$ cat src/rtl/tfwd_pkg.sv
package tfwd_pkg;

    localparam int DIR_W  = 2;
    localparam int NPORTS = 5;

    typedef enum logic [DIR_W-1:0] {
        DIR_XP = 2'd0,
        DIR_XN = 2'd1,
        DIR_YP = 2'd2,
        DIR_YN = 2'd3
    } dir_e;

    localparam logic [2:0] PORT_LOCAL = 3'd0;

endpackage

$ cat src/rtl/tfwd_route_pop.sv
module tfwd_route_pop
    import tfwd_pkg::*;
#(
    parameter int NSEG = 4,
    parameter int CNTW = 4,
    localparam int SEGW = DIR_W + CNTW,
    localparam int RW   = NSEG * SEGW,
    localparam int NSW  = $clog2(NSEG + 1)
) (
    input  logic [NSW-1:0] nseg_i,
    input  logic [RW-1:0]  route_i,
    output dir_e           dir_o,
    output logic           empty_o,
    output logic [NSW-1:0] nseg_o,
    output logic [RW-1:0]  route_o
);

    logic [SEGW-1:0] head;
    logic [CNTW-1:0] head_cnt;

    assign head     = route_i[SEGW-1:0];
    assign head_cnt = head[CNTW-1:0];
    assign dir_o    = dir_e'(head[SEGW-1 -: DIR_W]);
    assign empty_o  = (nseg_i == '0);

    always_comb begin
        route_o = route_i;
        nseg_o  = nseg_i;
        if (head_cnt > CNTW'(1)) begin
            // Decrement the run length of the first segment in place
            route_o[SEGW-1:0] = {head[SEGW-1 -: DIR_W], CNTW'(head_cnt - 1'b1)};
        end else begin
            // Last hop of this segment: shift the list down one slot
            for (int i = 0; i < NSEG; i++) begin
                if (i < NSEG - 1) begin
                    route_o[i*SEGW +: SEGW] = route_i[(i+1)*SEGW +: SEGW];
                end else begin
                    route_o[i*SEGW +: SEGW] = '0;
                end
            end
            nseg_o = NSW'(nseg_i - 1'b1);
        end
    end

endmodule

$ cat src/rtl/tfwd_hop.sv
module tfwd_hop
    import tfwd_pkg::*;
#(
    parameter int K     = 4,
    parameter int LOC_X = 0,
    parameter int LOC_Y = 0,
    localparam int CW   = $clog2(K)
) (
    input  dir_e          dir_i,
    output logic [CW-1:0] hop_x_o,
    output logic [CW-1:0] hop_y_o
);

    logic [CW-1:0] inc_c [2];
    logic [CW-1:0] dec_c [2];

    for (genvar g = 0; g < 2; g++) begin : g_dim
        localparam int LC  = (g == 0) ? LOC_X : LOC_Y;
        localparam int INC = (LC == K - 1) ? 0 : LC + 1;
        localparam int DEC = (LC == 0) ? K - 1 : LC - 1;
        assign inc_c[g] = CW'(INC);
        assign dec_c[g] = CW'(DEC);
    end

    always_comb begin
        hop_x_o = CW'(LOC_X);
        hop_y_o = CW'(LOC_Y);
        unique case (dir_i)
            DIR_XP: hop_x_o = inc_c[0];
            DIR_XN: hop_x_o = dec_c[0];
            DIR_YP: hop_y_o = inc_c[1];
            DIR_YN: hop_y_o = dec_c[1];
            default: ;
        endcase
    end

endmodule

$ cat src/rtl/torus_fwd_stage.sv
module torus_fwd_stage
    import tfwd_pkg::*;
#(
    parameter int K     = 4,
    parameter int LOC_X = 3,
    parameter int LOC_Y = 0,
    parameter int NSEG  = 4,
    parameter int CNTW  = 4,
    parameter int PW    = 16,
    localparam int CW   = $clog2(K),
    localparam int SEGW = DIR_W + CNTW,
    localparam int RW   = NSEG * SEGW,
    localparam int NSW  = $clog2(NSEG + 1)
) (
    input  logic              clk,
    input  logic              rst_n,
    input  logic              in_valid,
    output logic              in_ready,
    input  logic [CW-1:0]     in_dst_x,
    input  logic [CW-1:0]     in_dst_y,
    input  logic [NSW-1:0]    in_nseg,
    input  logic [RW-1:0]     in_route,
    input  logic [PW-1:0]     in_payload,
    output logic [NPORTS-1:0] out_valid,
    input  logic [NPORTS-1:0] out_ready,
    output logic [CW-1:0]     out_dst_x,
    output logic [CW-1:0]     out_dst_y,
    output logic [NSW-1:0]    out_nseg,
    output logic [RW-1:0]     out_route,
    output logic [PW-1:0]     out_payload,
    output logic [CW-1:0]     out_hop_x,
    output logic [CW-1:0]     out_hop_y,
    output logic              drop_err
);

    typedef struct packed {
        logic           full;
        logic [2:0]     port;
        logic [CW-1:0]  dx;
        logic [CW-1:0]  dy;
        logic [CW-1:0]  hx;
        logic [CW-1:0]  hy;
        logic [NSW-1:0] nseg;
        logic [RW-1:0]  route;
        logic [PW-1:0]  pay;
        logic           err;
    } stage_t;

    stage_t st_d, st_q;

    dir_e           pop_dir;
    logic           pop_empty;
    logic [NSW-1:0] pop_nseg;
    logic [RW-1:0]  pop_route;
    logic [CW-1:0]  nb_x, nb_y;
    logic           is_local;
    logic           drain;
    logic           accept;

    tfwd_route_pop #(.NSEG(NSEG), .CNTW(CNTW)) u_pop (
        .nseg_i  (in_nseg),
        .route_i (in_route),
        .dir_o   (pop_dir),
        .empty_o (pop_empty),
        .nseg_o  (pop_nseg),
        .route_o (pop_route)
    );

    tfwd_hop #(.K(K), .LOC_X(LOC_X), .LOC_Y(LOC_Y)) u_hop (
        .dir_i   (pop_dir),
        .hop_x_o (nb_x),
        .hop_y_o (nb_y)
    );

    assign is_local = (in_dst_x == CW'(LOC_X)) && (in_dst_y == CW'(LOC_Y));
    assign drain    = st_q.full && out_ready[st_q.port];
    assign in_ready = !st_q.full || drain;
    assign accept   = in_valid && in_ready;

    always_comb begin
        st_d     = st_q;
        st_d.err = 1'b0;
        if (drain) begin
            st_d.full = 1'b0;
        end
        if (accept) begin
            if (is_local) begin
                st_d.full  = 1'b1;
                st_d.port  = PORT_LOCAL;
                st_d.dx    = in_dst_x;
                st_d.dy    = in_dst_y;
                st_d.hx    = CW'(LOC_X);
                st_d.hy    = CW'(LOC_Y);
                st_d.nseg  = in_nseg;
                st_d.route = in_route;
                st_d.pay   = in_payload;
            end else if (pop_empty) begin
                st_d.err = 1'b1;
            end else begin
                st_d.full  = 1'b1;
                st_d.port  = 3'(pop_dir) + 3'd1;
                st_d.dx    = in_dst_x;
                st_d.dy    = in_dst_y;
                st_d.hx    = nb_x;
                st_d.hy    = nb_y;
                st_d.nseg  = pop_nseg;
                st_d.route = pop_route;
                st_d.pay   = in_payload;
            end
        end
    end

    always_ff @(posedge clk or negedge rst_n) begin
        if (!rst_n) begin
            st_q <= '0;
        end else begin
            st_q <= st_d;
        end
    end

    always_comb begin
        out_valid = '0;
        if (st_q.full) begin
            out_valid[st_q.port] = 1'b1;
        end
    end

    assign out_dst_x   = st_q.dx;
    assign out_dst_y   = st_q.dy;
    assign out_nseg    = st_q.nseg;
    assign out_route   = st_q.route;
    assign out_payload = st_q.pay;
    assign out_hop_x   = st_q.hx;
    assign out_hop_y   = st_q.hy;
    assign drop_err    = st_q.err;

    // ---------------- assertions ----------------
    assert_one_port_R9: assert property (@(posedge clk) disable iff (!rst_n)
        $onehot0(out_valid));

    assert_hold_stable_R8: assert property (@(posedge clk) disable iff (!rst_n)
        ((out_valid & ~out_ready) != '0) |=>
            ($stable(out_valid) && $stable(out_payload) && $stable(out_route)
             && $stable(out_nseg) && $stable(out_hop_x) && $stable(out_hop_y)));

    assert_stall_input_R8: assert property (@(posedge clk) disable iff (!rst_n)
        ((out_valid & ~out_ready) != '0) |-> !in_ready);

    assert_local_dest_R2: assert property (@(posedge clk) disable iff (!rst_n)
        out_valid[0] |-> (out_dst_x == CW'(LOC_X) && out_dst_y == CW'(LOC_Y)
                          && out_hop_x == CW'(LOC_X) && out_hop_y == CW'(LOC_Y)));

    assert_wrap_xp_R5: assert property (@(posedge clk) disable iff (!rst_n)
        out_valid[1] |-> (out_hop_x == CW'((LOC_X + 1) % K) && out_hop_y == CW'(LOC_Y)));

    assert_wrap_yn_R5: assert property (@(posedge clk) disable iff (!rst_n)
        out_valid[4] |-> (out_hop_y == CW'((LOC_Y + K - 1) % K) && out_hop_x == CW'(LOC_X)));

    assert_drop_cause_R6: assert property (@(posedge clk) disable iff (!rst_n)
        drop_err |-> $past(in_valid && in_ready && in_nseg == '0));

    assert_local_latency_R7: assert property (@(posedge clk) disable iff (!rst_n)
        (in_valid && in_ready && is_local) |=> out_valid[0]);

endmodule

$ cat config.mk
export PLATFORM = sky130hd
export DESIGN_NAME = torus_fwd_stage
export DESIGN_NICKNAME = d
export VERILOG_FILES = /design/src/rtl/tfwd_pkg.sv /design/src/rtl/tfwd_route_pop.sv /design/src/rtl/tfwd_hop.sv /design/src/rtl/torus_fwd_stage.sv
export SDC_FILE = /design/constraint.sdc
export NUM_CORES = 1
export LEC_CHECK = 0
export CAP_MARGIN = 15
export CORE_ASPECT_RATIO = 0.5
export CORE_MARGIN = 2
export CORE_UTILIZATION = 57
export DETAILED_ROUTE_END_ITERATION = 10
export DONT_BUFFER_PORTS = 1
export PLACE_DENSITY = 0.78
export SKIP_LAST_GASP = 1
export SLEW_MARGIN = 20
export SYNTH_ARGS = -nofsm -noshare
export SYNTH_HDL_FRONTEND = slang
export SYNTH_SLANG_ARGS = --single-unit
$ cat constraint.sdc
create_clock -name clk -period 1.8 [get_ports clk]
set_clock_uncertainty 0.1 [all_clocks]
set_input_delay 0.18 -clock clk [delete_from_list [all_inputs] [get_ports clk]]
set_output_delay 0.18 -clock clk [all_outputs]
set_load 0.005 [all_outputs]
# Yosys cells after proc, flatten, opt, wreduce, memory -nomap -nowiden
# Cells that the tools add are included.
dict set report word_totals {
  memories 0
  latch_bits 0
  register_bits 56
  input_bits 55
  wordCells 47
  output_inout_bits 58
  mem_bits_rw 0
  rom_bits 0
}
dict set report op_classes {
  n_mul 0
  div_mod_pow 0
  n_bitwise 0
  n_reduce_logical 10
  n_mux 16
  shifts 0
  order_cmp 3
  eq_ne 5
  addsub 3
}
# op count
set ops {}
lappend ops {{$mux W55} 2}
lappend ops {{$mux W56} 1}
lappend ops {{$mux W18} 1}
lappend ops {{$pmux W2 S2} 2}
lappend ops {{$eq A2 B2 Y1 const B} 3}
lappend ops {{$mux W6} 1}
lappend ops {{$mux W1} 5}
lappend ops {{$mux W5} 1}
lappend ops {{$gt A4 B1 Y1 const B} 1}
lappend ops {{$logic_and A1 B1 Y1} 4}
lappend ops {{$logic_not A2 Y1} 2}
lappend ops {{$lt A3 B4 Y1 const B} 1}
lappend ops {{$sub A4 B1 Y4 const B} 1}
lappend ops {{$add A2 B1 Y3 const B} 1}
lappend ops {{$bmux W1 S3} 1}
lappend ops {{$demux W1 S3} 1}
lappend ops {{$ge A3 B1 Y1 const B} 1}
lappend ops {{$logic_not A3 Y1} 1}
lappend ops {{$mux W3} 1}
lappend ops {{$sub A3 B1 Y3 const B} 1}
lappend ops {{$eq A2 B1 Y1 const B} 1}
lappend ops {{$ne A2 B1 Y1 const B} 1}
lappend ops {{$reduce_and A2 Y1} 1}
lappend ops {{$logic_not A1 Y1} 1}
lappend ops {{$logic_or A1 B1 Y1} 1}

# Logic depth before layout (Yosys ltp)
dict set report depth {
  word_depth 7
  depth_mapped 8
  ltp_nobuf 7
}

# Modules after synthesis
# Synthesis repeated with hierarchy kept, for this count alone.
dict set report unflattened {
  hier_cells 321
  area_unflattened_um2 3533.4
}
# mod seq_area_each_um2 n_inst cells_per_inst area_each_um2
set modules_own_cells {}
lappend modules_own_cells {torus_fwd_stage 1401.3 1 270 3047.9}
lappend modules_own_cells {tfwd_route_pop 0.0 1 47 464.2}
lappend modules_own_cells {tfwd_hop 0.0 1 4 21.3}

# Least setup slack after synthesis
# No wires, ideal clock.
dict set report synth_timing {
  path_kind {flip-flop to flip-flop}
  startpoint {register st_q[54] (netlist name)}
  endpoint {register st_q, in the netlist out_dst_x[0]}
  setup_time_ns 0.128
  path_stages_with_launch 6
  t_arrival_ns 1.658
  path_buffers 1
  period_less_slack_ns 1.885
  path_slack_ns -0.085
  required_time_ns 1.572
  path_cell_list {dfrtp_1 -> mux2i_1 -> o31ai_2 -> o221ai_2 -> buf_2 -> mux2_1}
}
dict set report synth_via {
  elab_chain_cells 6
}
# item line_no
set synth_rtl {}
lappend synth_rtl {{start: declaration} torus_fwd_stage.sv:49} ;# stage_t st_d, st_q;
lappend synth_rtl {{start signal: assignment} torus_fwd_stage.sv:117} ;# st_q <= st_d;
lappend synth_rtl {{$bmux W1 S3} torus_fwd_stage.sv:76} ;# assign drain = st_q.full && out_ready[st_q.port];
lappend synth_rtl {{$mux W1 (implied by the code)} torus_fwd_stage.sv:76}
lappend synth_rtl {{$logic_and A1 B1 Y1} torus_fwd_stage.sv:76}
lappend synth_rtl {{$logic_or A1 B1 Y1} torus_fwd_stage.sv:77} ;# assign in_ready = !st_q.full || drain;
lappend synth_rtl {{$logic_and A1 B1 Y1} torus_fwd_stage.sv:78} ;# assign accept = in_valid && in_ready;
lappend synth_rtl {{$reduce_and A2 Y1 (no source line)} --}
# Every way passes these cells. The select of a mux whose other input is x is not followed.
# A chain may end at the register's enable or synchronous reset.

# Worst setup path in the final report
dict set report layout_timing {
  startpoint {register st_q[53] (netlist name)}
  endpoint {register st_q, in the netlist out_route[0]}
}
# The elaborated chain is that of the path after synthesis.

==> results.txt <==
Port Buffers: 0
Failing checks: setup timing
Leak: 1.63 nW
Die height: 55.4 um
Hold_sp: in_route[16]
Top cell type's share of synthesized area: 46.5%
Cell Chain, Critical Path: mux2i_1 -> a211oi_2 -> o221ai_4 -> clkbuf_16 -> buf_12 -> a31oi_1 -> a21o_1
Max Fclk: 535 MHz
EDFF count, synth: 0
Max IR drop VDD: 0.626 mV
Nets: 372
WL per Instance: 18.0 um
CP peak stage delay: 0.44 ns
R2R Path End: out_route[0]
Final Cycle Share: 104%
Fin Setup TNS: -1.97 ns
CTS Buffer Depth: 2
Worst Path Required: 1.94 ns
Area growth syn-to-layout: 22.0%
Vias per inst: 5.55
# diodes: 0
Final Slew Violations: 0
Asr flop ratio synth: 100%
Core area: 5020 um^2
Slew margin rel.: 68.8%
Area contributors post-synth: dfrtp_1, buf_4, mux2_1
IO Pins: 113
Die X-Extent: 107 um
R2R Path Start: st_q[53]
Commonest cells in the netlist: dfrtp_1, buf_4, nand2_1
Final Setup Violations: 45
Routed Antenna Nets: 0
WP buf/inv: 2
Design Power: 5.05 mW
Slowest-stage cell, CP: dfrtp_2
Avg Cell Area, Syn: 10.3 um^2
R2r setup slk: -0.07 ns
Cell variety after synth: 38
Crit path kind: register to register
Total global routing overflow: 0
Vias: 2104
Status: finished, violations left
Worst Hold Depth: 2
Most frequent cell after synthesis: dfrtp_1
Initial antenna violation count: 0
Starting Density: 60.1%
Clk_lat worst skew: 0.30 ns
Hold crit path type: input pin to register
DRT Pass-1 Iters: 5
Cell taking the most area after synthesis: dfrtp_1
Mapped Area: 3020 um^2
Startpoint Class: register
Final HPWL DP: 4.51 mm
Critical path arrival: 2.01 ns
Crit path capture type: register
FF+latch count, synth: 56
DR iter-0 viols: 108
Max-cap violations: 0
Max FO, Critical Path: 8
Yosys warnings: 0
Final wirelength: 6.84 mm
Share of cells above drive strength 1: 17.2%
Seq/Total Area, Yosys: 46.5%
Global-route wire length before repair: 10.6 mm
Worst reg2reg path depth: 7
All-Layer GR Usage: 22.8%
Clock root buffer: clkbuf_8
Post-layout minimum cycle time: 1.87 ns
Slew of the pin with the lowest slew margin: 0.464 ns
Num CTS Buffers: 5
Core Util, Final: 73.3%
Final Hold Viols: 0
CTS tree: yes
Post-DP Area: 2850 um^2
Crit path max-delay family: compound AO/OA/AOI/OAI gates
Hold slack: 0.00287 ns
RSZ-0062 raised after global routing: true
Rows: 18
Largest net degree at the start of global routing: 57
DR DRC count: 0
Number of global-route vias before repair: 2158
H-Tree Depth: 2
Net Count, Synth: 356
Ys flop type: dfrtp_1
Clk sinks: 56
Final worst slack: -0.0692 ns
PwrDens: 1370 nW/um^2
Post-Layout Inst Area: 3680 um^2
Die Footprint: 5930 um^2
Hold EP: out_route[16]
Worst-path clk slew: 0.10 ns
Syn Inst Count: 292
Placer Congestion: 0.785
-- power breakdown --
group | switching (mW) | leakage, nW | total [mW] | internal, mW
Clock | 0.395 | 0.0541 | 0.808 | 0.412
Sequential | 0.519 | 0.676 | 2.38 | 1.86
Combinational | 0.834 | 0.901 | 1.85 | 1.02
-- worst reg2reg max path, delay by kind of cell, from the launching register on --
| kind | cells | cell delay [ns] |
|---|---|---|
| compound gates | 4 | 0.79 |
| buf+inv | 2 | 0.35 |
| flops | 1 | 0.44 |
| mux | 1 | 0.14 |
-- per-stage QoR --
step | setup WS [ns] | std cells
after detailed placement | -0.0482 | 312
after floorplan | -0.0241 | 292
after CTS | -0.0655 | 370
after global placement | 0.0485 | 312
after global routing | -0.151 | 379
final | -0.0692 | 379
-- worst max path at each step --
stage               startpoint             end  cells past startpoint
floorplan             st_q[53]    out_dst_x[0]                      5
global placement      st_q[53]     out_nseg[1]                      5
detailed placement    st_q[53]   out_route[16]                      6
CTS                   st_q[53]  out_payload[6]                      5
global route          st_q[53]        st_q[54]                      6
finish                st_q[53]    out_route[0]                      7
-- timing repair --
item                                    in CTS  in global routing
endpoints found under the setup margin      39                 53
endpoints found under the hold margin       99                  1
resized for setup                            2                 34
buffers inserted                             0                 12
hold buffers                                50                  1
pin swaps                                    0                  7
cloned                                       0                  3
-- registers in the layout (all words and copies together), names as in the netlist --
name / cells
out_hop_x: 2
drop_err: 1
out_hop_y: 2
out_nseg: 3
out_dst_y: 2
out_dst_x: 2
out_payload: 16
st_q: 4
out_route: 24
-- layout by cell type, fill, tap and decap left out, types with 2 or more instances in the layout --
master,n
a31oi_1,2
nor3_1,4
nand3_1,2
ha_1,9
a22o_1,5
buf_4,10
o21ai_0,10
mux2i_1,17
nand2b_1,3
inv_1,10
mux2_4,6
buf_12,5
nor2_1,8
a21oi_1,4
nand2_2,2
nor2b_1,2
nor3b_1,2
clkbuf_16,2
clkbuf_8,5
or2_2,2
mux2_1,13
o21ai_1,15
nand2_1,35
a32o_1,2
buf_6,4
dfrtp_1,55
dlygate4sd3_1,50
-- logic make-up after synthesis --
family,count (synthesis),share of synthesized area (%)
xor+xnor,2,0.581
mux,37,13.1
simple gates,65,9.87
fa+ha+maj,9,3.73
compound gates,49,10.5
flops,56,46.5
buf+inv,74,15.8
-- routing by layer --
layer  part of all wire (%)  global-route usage (%)
met1                     45                    28.5
met3                    7.0                    6.14
met5                      0                       0
met2                     48                    39.7
met4                   0.28                    5.01
-- final cells by class --
class | instances | area (um^2)
sequential | 56 | 1400
fill | 338 | 1340
multi-input combinational | 162 | 1240
timing repair buffer | 73 | 803
tap | 70 | 87.6
clock buffer | 5 | 68.8
clock inverter | 3 | 42.5
inverter | 10 | 37.5
Power figures use the tool's default switching activity.
